### src/rtl/serial_rx_pkg.sv
package serial_rx_pkg;
  localparam int DIV_W = 8;

  localparam logic [1:0] ADDR_STAT = 2'd0;
  localparam logic [1:0] ADDR_DATA = 2'd1;
  localparam logic [1:0] ADDR_DIV  = 2'd2;
  localparam logic [1:0] ADDR_MODE = 2'd3;

  typedef struct packed {
    logic             enable;
    logic             nineBit;
    logic             highSpeed;
    logic [DIV_W-1:0] divisor;
  } rxCfg_t;

  typedef struct packed {
    logic shift;
    logic bitVal;
    logic done;
    logic stopOk;
  } rxStrobe_t;

  typedef enum logic [1:0] {ST_IDLE, ST_START, ST_DATA, ST_STOP} rxState_t;
endpackage

### src/rtl/serial_rx_ctrl.sv
module serial_rx_ctrl
  import serial_rx_pkg::*;
#(
  parameter int SYNC_STAGES = 2
) (
  input  logic      clk,
  input  logic      rstN,
  input  rxCfg_t    cfg,
  input  logic      rxLine,
  output rxStrobe_t strobe
);
  localparam int CNT_W = DIV_W + 7;

  logic [SYNC_STAGES-1:0] syncQ;
  logic                   line;
  rxState_t               state;
  logic [CNT_W-1:0]       cnt;
  logic [3:0]             bitIdx;
  logic                   s0, s1;
  logic [CNT_W-1:0]       divExt, bitLen, half, lastCnt;
  logic                   atS0, atS1, atVote, vote;
  logic [3:0]             lastBit;

  always_ff @(posedge clk or negedge rstN) begin
    if (!rstN) syncQ <= '1;
    else       syncQ <= {syncQ[SYNC_STAGES-2:0], rxLine};
  end
  assign line = syncQ[SYNC_STAGES-1];

  always_comb begin
    divExt  = CNT_W'(cfg.divisor) + CNT_W'(1);
    bitLen  = cfg.highSpeed ? (divExt << 4) : (divExt << 6);
    half    = bitLen >> 1;
    lastCnt = bitLen - CNT_W'(1);
    atS0    = (cnt == half - CNT_W'(1));
    atS1    = (cnt == half);
    atVote  = (cnt == half + CNT_W'(1));
    vote    = (s0 & s1) | (s0 & line) | (s1 & line);
    lastBit = cfg.nineBit ? 4'd8 : 4'd7;
  end

  always_ff @(posedge clk or negedge rstN) begin
    if (!rstN) begin
      state  <= ST_IDLE;
      cnt    <= '0;
      bitIdx <= '0;
      s0     <= 1'b1;
      s1     <= 1'b1;
    end else if (!cfg.enable) begin
      state <= ST_IDLE;
      cnt   <= '0;
    end else if (state == ST_IDLE) begin
      cnt <= '0;
      if (!line) state <= ST_START;
    end else begin
      if (atS0) s0 <= line;
      if (atS1) s1 <= line;
      cnt <= (cnt == lastCnt) ? '0 : cnt + CNT_W'(1);
      case (state)
        ST_START: begin
          if (atVote && vote) state <= ST_IDLE;
          else if (cnt == lastCnt) begin
            state  <= ST_DATA;
            bitIdx <= '0;
          end
        end
        ST_DATA: begin
          if (cnt == lastCnt) begin
            if (bitIdx == lastBit) state <= ST_STOP;
            else bitIdx <= bitIdx + 4'd1;
          end
        end
        ST_STOP: if (atVote) state <= ST_IDLE;
        default: state <= ST_IDLE;
      endcase
    end
  end

  always_comb begin
    strobe.shift  = cfg.enable && (state == ST_DATA) && atVote;
    strobe.bitVal = vote;
    strobe.done   = cfg.enable && (state == ST_STOP) && atVote;
    strobe.stopOk = vote;
  end

  p_strobe_excl_r3: assert property (@(posedge clk) disable iff (!rstN)
    !(strobe.shift && strobe.done));

  p_idle_when_off_r2: assert property (@(posedge clk) disable iff (!rstN)
    !cfg.enable |=> (state == ST_IDLE));

endmodule

### src/rtl/serial_rx_datapath.sv
module serial_rx_datapath
  import serial_rx_pkg::*;
#(
  parameter int FIFO_DEPTH = 2
) (
  input  logic       clk,
  input  logic       rstN,
  input  logic [1:0] regAddr,
  input  logic       regWr,
  input  logic [7:0] regWrData,
  input  logic       regRd,
  input  rxStrobe_t  strobe,
  output rxCfg_t     cfg,
  output logic [7:0] regRdData,
  output logic       rxIrq
);
  localparam int PTR_W = (FIFO_DEPTH > 1) ? $clog2(FIFO_DEPTH) : 1;
  localparam int CNT_W = $clog2(FIFO_DEPTH + 1);

  logic portEn, nineBit, singleEn, contEn, addrDetEn, frameErr, overrun;
  logic highSpeed, syncMode, irqEn;
  logic [DIV_W-1:0] divisor;
  logic [8:0] shiftReg, frameWord;
  logic [8:0] mem [FIFO_DEPTH];
  logic [PTR_W-1:0] wrPtr, rdPtr;
  logic [CNT_W-1:0] count;
  logic full, empty, push, pop, drop;

  function automatic logic [PTR_W-1:0] nextPtr(input logic [PTR_W-1:0] p);
    return (p == PTR_W'(FIFO_DEPTH - 1)) ? '0 : p + PTR_W'(1);
  endfunction

  assign full      = (count == CNT_W'(FIFO_DEPTH));
  assign empty     = (count == '0);
  assign push      = strobe.done && !full;
  assign drop      = strobe.done && full;
  assign pop       = regRd && (regAddr == ADDR_DATA) && !empty;
  assign frameWord = nineBit ? shiftReg : {1'b0, shiftReg[8:1]};

  always_ff @(posedge clk or negedge rstN) begin
    if (!rstN) shiftReg <= '0;
    else if (strobe.shift) shiftReg <= {strobe.bitVal, shiftReg[8:1]};
  end

  for (genvar e = 0; e < FIFO_DEPTH; e++) begin : g_entry
    always_ff @(posedge clk or negedge rstN) begin
      if (!rstN) mem[e] <= '0;
      else if (push && wrPtr == PTR_W'(e)) mem[e] <= frameWord;
    end
  end

  always_ff @(posedge clk or negedge rstN) begin
    if (!rstN) begin
      wrPtr <= '0;
      rdPtr <= '0;
      count <= '0;
    end else begin
      if (push) wrPtr <= nextPtr(wrPtr);
      if (pop)  rdPtr <= nextPtr(rdPtr);
      count <= count + CNT_W'(push) - CNT_W'(pop);
    end
  end

  always_ff @(posedge clk or negedge rstN) begin
    if (!rstN) begin
      {portEn, nineBit, singleEn, contEn, addrDetEn} <= '0;
      {highSpeed, syncMode, irqEn} <= '0;
      divisor <= '0;
    end else if (regWr) begin
      case (regAddr)
        ADDR_STAT: {portEn, nineBit, singleEn, contEn, addrDetEn} <= regWrData[7:3];
        ADDR_DIV:  divisor <= regWrData;
        ADDR_MODE: {irqEn, syncMode, highSpeed} <= regWrData[2:0];
        default: ;
      endcase
    end
  end

  always_ff @(posedge clk or negedge rstN) begin
    if (!rstN) begin
      frameErr <= 1'b0;
      overrun  <= 1'b0;
    end else if (!contEn) begin
      frameErr <= 1'b0;
      overrun  <= 1'b0;
    end else begin
      if (push) frameErr <= !strobe.stopOk;
      if (drop) overrun  <= 1'b1;
    end
  end

  always_comb begin
    cfg.enable    = portEn && !syncMode && contEn && !overrun;
    cfg.nineBit   = nineBit;
    cfg.highSpeed = highSpeed;
    cfg.divisor   = divisor;
  end

  always_comb begin
    case (regAddr)
      ADDR_STAT: regRdData = {portEn, nineBit, singleEn, contEn, addrDetEn,
                              frameErr, overrun, !empty && mem[rdPtr][8]};
      ADDR_DATA: regRdData = mem[rdPtr][7:0];
      ADDR_DIV:  regRdData = divisor;
      default:   regRdData = {!empty, 4'b0, irqEn, syncMode, highSpeed};
    endcase
  end

  assign rxIrq = !empty && irqEn;

  p_count_bound_r6: assert property (@(posedge clk) disable iff (!rstN)
    count <= CNT_W'(FIFO_DEPTH));

  p_drop_sets_overrun_r7: assert property (@(posedge clk) disable iff (!rstN)
    (strobe.done && full && contEn) |=> overrun);

  p_cont_clear_r8: assert property (@(posedge clk) disable iff (!rstN)
    !contEn |=> (!overrun && !frameErr));

  p_last_pop_r5: assert property (@(posedge clk) disable iff (!rstN)
    (pop && !push && count == CNT_W'(1)) |=> !rxIrq);

endmodule

### src/rtl/serial_rx_port.sv
module serial_rx_port
  import serial_rx_pkg::*;
#(
  parameter int FIFO_DEPTH  = 2,
  parameter int SYNC_STAGES = 2
) (
  input  logic       clk,
  input  logic       rstN,
  input  logic [1:0] regAddr,
  input  logic       regWr,
  input  logic [7:0] regWrData,
  input  logic       regRd,
  output logic [7:0] regRdData,
  input  logic       rxLine,
  output logic       rxIrq
);
  rxCfg_t    cfg;
  rxStrobe_t strobe;

  serial_rx_ctrl #(.SYNC_STAGES(SYNC_STAGES)) u_ctrl (
    .clk(clk), .rstN(rstN), .cfg(cfg), .rxLine(rxLine), .strobe(strobe)
  );

  serial_rx_datapath #(.FIFO_DEPTH(FIFO_DEPTH)) u_dp (
    .clk(clk), .rstN(rstN), .regAddr(regAddr), .regWr(regWr),
    .regWrData(regWrData), .regRd(regRd), .strobe(strobe), .cfg(cfg),
    .regRdData(regRdData), .rxIrq(rxIrq)
  );
endmodule

### config.mk
export PLATFORM = sky130hd
export DESIGN_NAME = serial_rx_port
export DESIGN_NICKNAME = d
export VERILOG_FILES = /design/src/rtl/serial_rx_pkg.sv /design/src/rtl/serial_rx_ctrl.sv /design/src/rtl/serial_rx_datapath.sv /design/src/rtl/serial_rx_port.sv
export SDC_FILE = /design/constraint.sdc
export NUM_CORES = 1
export LEC_CHECK = 0
export BUFFER_PORTS_ARGS = -buffer_cell sky130_fd_sc_hd__buf_2
export CAP_MARGIN = 25
export CELL_PAD_IN_SITES_DETAIL_PLACEMENT = 1
export CELL_PAD_IN_SITES_GLOBAL_PLACEMENT = 2
export CORE_UTILIZATION = 43
export DETAILED_ROUTE_END_ITERATION = 12
export PLACE_DENSITY_LB_ADDON = 0.1
export SKIP_LAST_GASP = 1
export SYNTH_ARGS = -nofsm -noshare
export SYNTH_HDL_FRONTEND = slang
export SYNTH_SLANG_ARGS = --single-unit
### constraint.sdc
create_clock -name clk -period 8.6 [get_ports clk]
set_clock_uncertainty 0.15 [all_clocks]
set_input_delay 0 -clock clk [delete_from_list [all_inputs] [get_ports clk]]
set_output_delay 0 -clock clk [all_outputs]
set_load 0.05 [all_outputs]
Word level (Yosys, flattened, before mapping)
Cells that the tools add are included.
{"block": "word_totals", "regBits": 74, "in_bits": 15, "output_inout_bits": 9}
{"block": "op_classes", "addsub": 10, "magnitude_cmp": 1, "eq_ne": 23, "mux": 30, "n_bitwise": 8, "n_reduce_logical": 32}
{"operator": "$mux W15", "count": 4}
{"operator": "$eq A15 B15 Y1", "count": 3}
{"operator": "$mux W9", "count": 4}
{"operator": "$pmux W8 S3", "count": 1}
{"operator": "$mux W4", "count": 5}
{"operator": "$logic_and A1 B1 Y1", "count": 16}
{"operator": "$mux W2", "count": 8}
{"operator": "$add A14 B1 Y15 const B", "count": 1}
{"operator": "$add A15 B1 Y15 const B", "count": 1}
{"operator": "$eq A15 B14 Y1", "count": 1}
{"operator": "$sub A14 B1 Y15 const B", "count": 1}
{"operator": "$sub A15 B1 Y15 const B", "count": 1}
{"operator": "$ne A4 B4 Y1 const B", "count": 3}
{"operator": "$eq A2 B2 Y1 const B", "count": 5}
{"operator": "$add A8 B1 Y9 const B", "count": 1}
{"operator": "$ne A2 B2 Y1 const B", "count": 4}
{"operator": "$pmux W4 S2", "count": 1}
{"operator": "$reduce_and A7 Y1", "count": 1}
{"operator": "$logic_not A2 Y1", "count": 3}
{"operator": "$mux W1", "count": 6}
{"operator": "$pmux W2 S3", "count": 1}
{"operator": "$reduce_and A2 Y1", "count": 3}
{"operator": "$reduce_and A3 Y1", "count": 2}
{"operator": "$logic_not A1 Y1", "count": 5}
{"operator": "16 further kinds", "count": 23}

Depth between registers and ports, before layout
{"block": "logic_depth", "word_depth": 9, "ltp_mapped": 16}

By module
From an unflattened synthesis, not the netlist that was laid out.
{"block": "unflattened", "cells_unflattened": 505, "area_unflattened_um2": 5278.8}
{"module": "serial_rx_ctrl", "n_inst": 1, "cells_per_inst": 331, "area_per_inst_um2": 2891.5}
{"module": "serial_rx_datapath", "n_inst": 1, "cells_per_inst": 174, "area_per_inst_um2": 2387.3}

Least setup slack after synthesis
Ideal clock, no wire load.
{"block": "synth_path", "path_type": "register -> register", "startpoint": "register u_dp.divisor[1]", "endpoint": "register u_ctrl.state[1]", "setup_ns": 0.127, "arrival_time_ns": 3.091, "required_time_ns": 8.323, "setup_slack_ns": 5.232, "path_stages_with_launch": 14, "synth_period_minus_slack_ns": 3.368, "cell_sequence": "dfrtp_1 -> ha_1 -> and3_1 -> buf_6 -> o32ai_4 -> and3_4 -> and4b_1 -> mux2i_1 -> nand3_1 -> a221o_1 -> buf_6 -> a22o_1 -> a221oi_2 -> o2bb2ai_1"}
{"block": "synth_between", "elab_chain_cells": 9}
{"item": "start: declaration", "line_no": "serial_rx_datapath.sv:22", "source": "logic [DIV_W-1:0] divisor;"}
{"item": "start signal: assignment", "line_no": "serial_rx_datapath.sv:72", "source": "ADDR_DIV: divisor <= regWrData;"}
{"item": "$add A8 B1 Y9 (*)", "line_no": "serial_rx_ctrl.sv:31", "source": "divExt = CNT_W'(cfg.divisor) + CNT_W'(1);"}
{"item": "$mux W15 (*)", "line_no": "serial_rx_ctrl.sv:32", "source": "bitLen = cfg.highSpeed ? (divExt << 4) : (divExt << 6);"}
{"item": "$add A14 B1 Y15", "line_no": "serial_rx_ctrl.sv:37", "source": "atVote = (cnt == half + CNT_W'(1));"}
{"item": "$eq A15 B15 Y1", "line_no": "serial_rx_ctrl.sv:37"}
{"item": "$logic_and A1 B1 Y1", "line_no": "serial_rx_ctrl.sv:61", "source": "if (atVote && vote) state <= ST_IDLE;"}
{"item": "$mux W2", "line_no": "serial_rx_ctrl.sv:61"}
{"item": "$pmux W2 S3", "line_no": "serial_rx_ctrl.sv:59", "source": "case (state)"}
{"item": "$mux W2", "line_no": "serial_rx_ctrl.sv:52", "source": "end else if (state == ST_IDLE) begin"}
{"item": "$mux W2", "line_no": "serial_rx_ctrl.sv:49", "source": "end else if (!cfg.enable) begin"}
{"item": "end signal: assignment", "line_no": "serial_rx_ctrl.sv:50", "source": "state <= ST_IDLE;"}
{"item": "end signal: assignment", "line_no": "serial_rx_ctrl.sv:54", "source": "if (!line) state <= ST_START;"}
{"item": "end signal: assignment", "line_no": "serial_rx_ctrl.sv:61"}
{"item": "end: declaration", "line_no": "serial_rx_ctrl.sv:16", "source": "rxState_t state;"}
Mark *: on every way between the ends. The rest lies on a longest branch, timed or not.
A chain may end at the register's enable or synchronous reset.

Worst setup path after layout
{"block": "layout_path", "startpoint": "register u_dp.highSpeed", "endpoint": "register u_ctrl.bitIdx[2]"}
{"block": "layout_between", "elab_chain_cells": 6}
{"item": "start: declaration", "line_no": "serial_rx_datapath.sv:21", "source": "logic highSpeed, syncMode, irqEn;"}
{"item": "start signal: assignment", "line_no": "serial_rx_datapath.sv:73", "source": "ADDR_MODE: {irqEn, syncMode, highSpeed} <= regWrData[2:0];"}
{"item": "$mux W15 (*)", "line_no": "serial_rx_ctrl.sv:32"}
{"item": "$add A14 B1 Y15", "line_no": "serial_rx_ctrl.sv:37"}
{"item": "$eq A15 B15 Y1", "line_no": "serial_rx_ctrl.sv:37"}
{"item": "$logic_and A1 B1 Y1", "line_no": "serial_rx_ctrl.sv:61"}
{"item": "$ne A2 B2 Y1 (no line)"}
{"item": "$reduce_and A7 Y1 (no line) (*)"}
{"item": "end signal: assignment", "line_no": "serial_rx_ctrl.sv:70", "source": "else bitIdx <= bitIdx + 4'd1;"}
{"item": "end: declaration", "line_no": "serial_rx_ctrl.sv:18", "source": "logic [3:0] bitIdx;"}
Marked as above.

==> out/metrics.cfg <==
[critical_path]
r2r_end=u_ctrl.bitIdx[2]$_DFFE_PN0P_
start_kind=flip-flop
timing.rr.start=u_dp.highSpeed$_DFFE_PN0P_
rr_worst_depth=10
critPathMaxFanout=33
rrSetupSlack_ns=4.38
cp-end-kind=flip-flop
crit_arrival_ns=4.28
worstPathRequired_ns=8.67
critical_path_class=reg2reg

[cells_and_area]
syn_to_final_growth_pct=12.0
multiInputGateArea_sq_mm=0.00290
final_cells=695
num_antenna_cells=0
nets=576
fill_cells=1301
final_cell_mix=70 x dfrtp_1, 52 x nand2_1, 34 x mux2_2, 32 x o21ai_0
mostFrequentLayoutCell=dfrtp_1
drive_gt1_share_pct=16.3
regArea_sq_mm=0.00186

[timing]
rsz0062_at_grt=false
slew_viol_final=0
fin_crit_sh_pct=49.0
hold_viol_final=0
tns_ns=0
fmax_mhz=237
setup_slack_ns=4.38
slew_headroom_pct=39.6
worst_pin_slew_ns=0.906
setup_viol=0
period_needed_ns=4.22

[hold_path]
hold_path_depth=3
hp-start=regAddr[0]
hold_path_end=u_dp.highSpeed$_DFFE_PN0P_
hold_class=in2reg

[outcome]
status=finished, final reports clean

[die]
start_util_pct=44.0
die_w_um=110
core_sq_mm=0.0114
num_rows=39
ios=24
dieArea_sq_mm=0.0121
die_h_um=110

[global_route]
grt-ovfl-total=0
grt_max_degree=75
grt_pass1_vias=3956
antenna_found_initial=0
grt_usage_pct=22.9
grt_pass1_wl_um=20800

[clocking]
cts_setup_buffers=0
clock_latency_ns=0.34
clk_path_buf_depth=2
cts_sinks=74
clk_pin_slew_ns=0.06
cts.repair.resized=0
numCtsBuffers=9
htree_levels=3
tritoncts=done
clockRootBuffer=clkbuf_16

[placed_design]
dpl.cell_count=665
pre_cts_slack_ns=4.45
port_buffers=23
gp_congestion=0.817
hpwlAfterDp_um=9360

[synth]
seq_area_frac_synth_pct=37.1
synthDistinctLibCells=71
syn_inst=531
synth_edf_count=0
synth_nets=560
syn_area_sq_mm=0.00500
postSynthAreaPerCell_sq_um=9.42
ys.flop_type=dfrtp_1
synthArstFlopShare_pct=100
ys_warn_count=0
ys_seq_elements=74

[detailed_routing]
via_per_inst=5.73
antenna_left=0
vias=3985
post_drt_wl_per_cell_um=18.5
post-route-drc-count=0
drt-total-wl_um=12800
drt_iter0_drc=181
dr.pass1.iters=5

[pwr]
finalPower_mw=1.16
ir_worst_vdd_uv=123
p_leak_nw=2.41
power_density_mw_per_mm2=206

[job]
drv_cap=0

## metal layers
layer / vias to the layer above / share of wire (%) / GRT usage [%]
met2: 37 / 49 / 38.3
met1: 2009 / 47 / 30.1
met5: - / 0 / 0
li1: 1924 / - / -
met3: 15 / 2.2 / 3.97
met4: 0 / 1.6 / 6.86
## registers in the layout, summed over array words and instances, names as in the netlist, 2 cells and up
signal	count
u_ctrl.bitIdx	4
u_ctrl.cnt	15
u_ctrl.state	2
u_ctrl.syncQ	2
u_dp.count	2
u_dp.divisor	8
u_dp.mem	18
u_dp.shiftReg	9
## stage by stage
stage          area (sq um)  hold slack (ns)  util, %
6_report               5600           0.0785     49.3
5_1_grt                5600            0.113     49.3
2_1_floorplan          5000           -0.446        -
3_3_place_gp           5130          -0.0439     45.1
4_1_cts                5560           0.0761     48.9
3_5_place_dp           5130          -0.0434     45.1
## layout make-up
type	count	area share, %
clock inverters	6	1.30
well taps	143	3.19
clock buffers	10	4.27
inverters	18	1.21
repair buffers	38	5.05
flip-flops and latches	74	33.2
multi-input cells	406	51.8
## kinds of logic (layout without fill, tap and decap cells)
family	after synthesis	count (layout)	share of synthesized area (%)
buffers and inverters	51	72	4.80
DFF	74	74	37.1
and+or+nand+nor	186	186	19.5
xor gates and xnor gates	47	47	8.23
adders and majority gates	15	15	3.70
muxes	58	58	13.0
AOI/OAI and AO/OA	100	100	13.7
## cells in the mapped netlist (10+ instances only)
cell type | n | area, sq um
nand3_1 | 25 | 125
nand2_1 | 52 | 195
inv_1 | 18 | 67.6
nor2_1 | 31 | 116
ha_1 | 14 | 175
xor2_1 | 16 | 140
clkbuf_1 | 14 | 52.6
o21ai_0 | 32 | 160
and3_1 | 13 | 81.3
xnor2_1 | 31 | 272
a21oi_1 | 13 | 65.1
nor3_1 | 10 | 50.1
mux2_2 | 34 | 383
dfrtp_1 | 70 | 1750
mux2i_1 | 22 | 220
## repair_timing
action / in CTS / in global routing
setup endpoints to repair: 0 / 0
hold endpoints to repair: 88 / 6
hold buffers: 12 / 1
## worst max-delay path: stages (launching register included)
cell and delay, ns:
dfrtp_1 0.94, mux2_2 0.44, o32ai_4 0.31, and3_4 0.27, and4b_1 0.28, mux2i_1 0.25, nand3_1 0.11, a221o_1 0.53
a21oi_1 0.31, and4b_1 0.22, a211o_1 0.28
## where the power goes
| part | switching [mW] | internal (mW) | total, mW |
|---|---|---|---|
| sequential | 0.0587 | 0.370 | 0.429 |
| clock | 0.160 | 0.236 | 0.395 |
| combinational | 0.193 | 0.138 | 0.331 |
| total | 0.411 | 0.745 | 1.16 |
## worst max path at each step
stage,slack (ns),start,cells after the start,end
5_1_grt,4.12,u_dp.highSpeed$_DFFE_PN0P_,11,u_ctrl.bitIdx[2]$_DFFE_PN0P_
6_report,4.38,u_dp.highSpeed$_DFFE_PN0P_,10,u_ctrl.bitIdx[2]$_DFFE_PN0P_
4_1_cts,4.42,u_dp.highSpeed$_DFFE_PN0P_,10,u_ctrl.bitIdx[2]$_DFFE_PN0P_
3_3_place_gp,4.56,u_dp.highSpeed$_DFFE_PN0P_,10,u_ctrl.bitIdx[2]$_DFFE_PN0P_
2_1_floorplan,5.23,u_dp.divisor[1]$_DFFE_PN0P_,13,u_ctrl.state[1]$_DFFE_PN0P_
3_5_place_dp,4.45,u_dp.highSpeed$_DFFE_PN0P_,10,u_ctrl.bitIdx[2]$_DFFE_PN0P_
(Power assumes the default switching activity.)
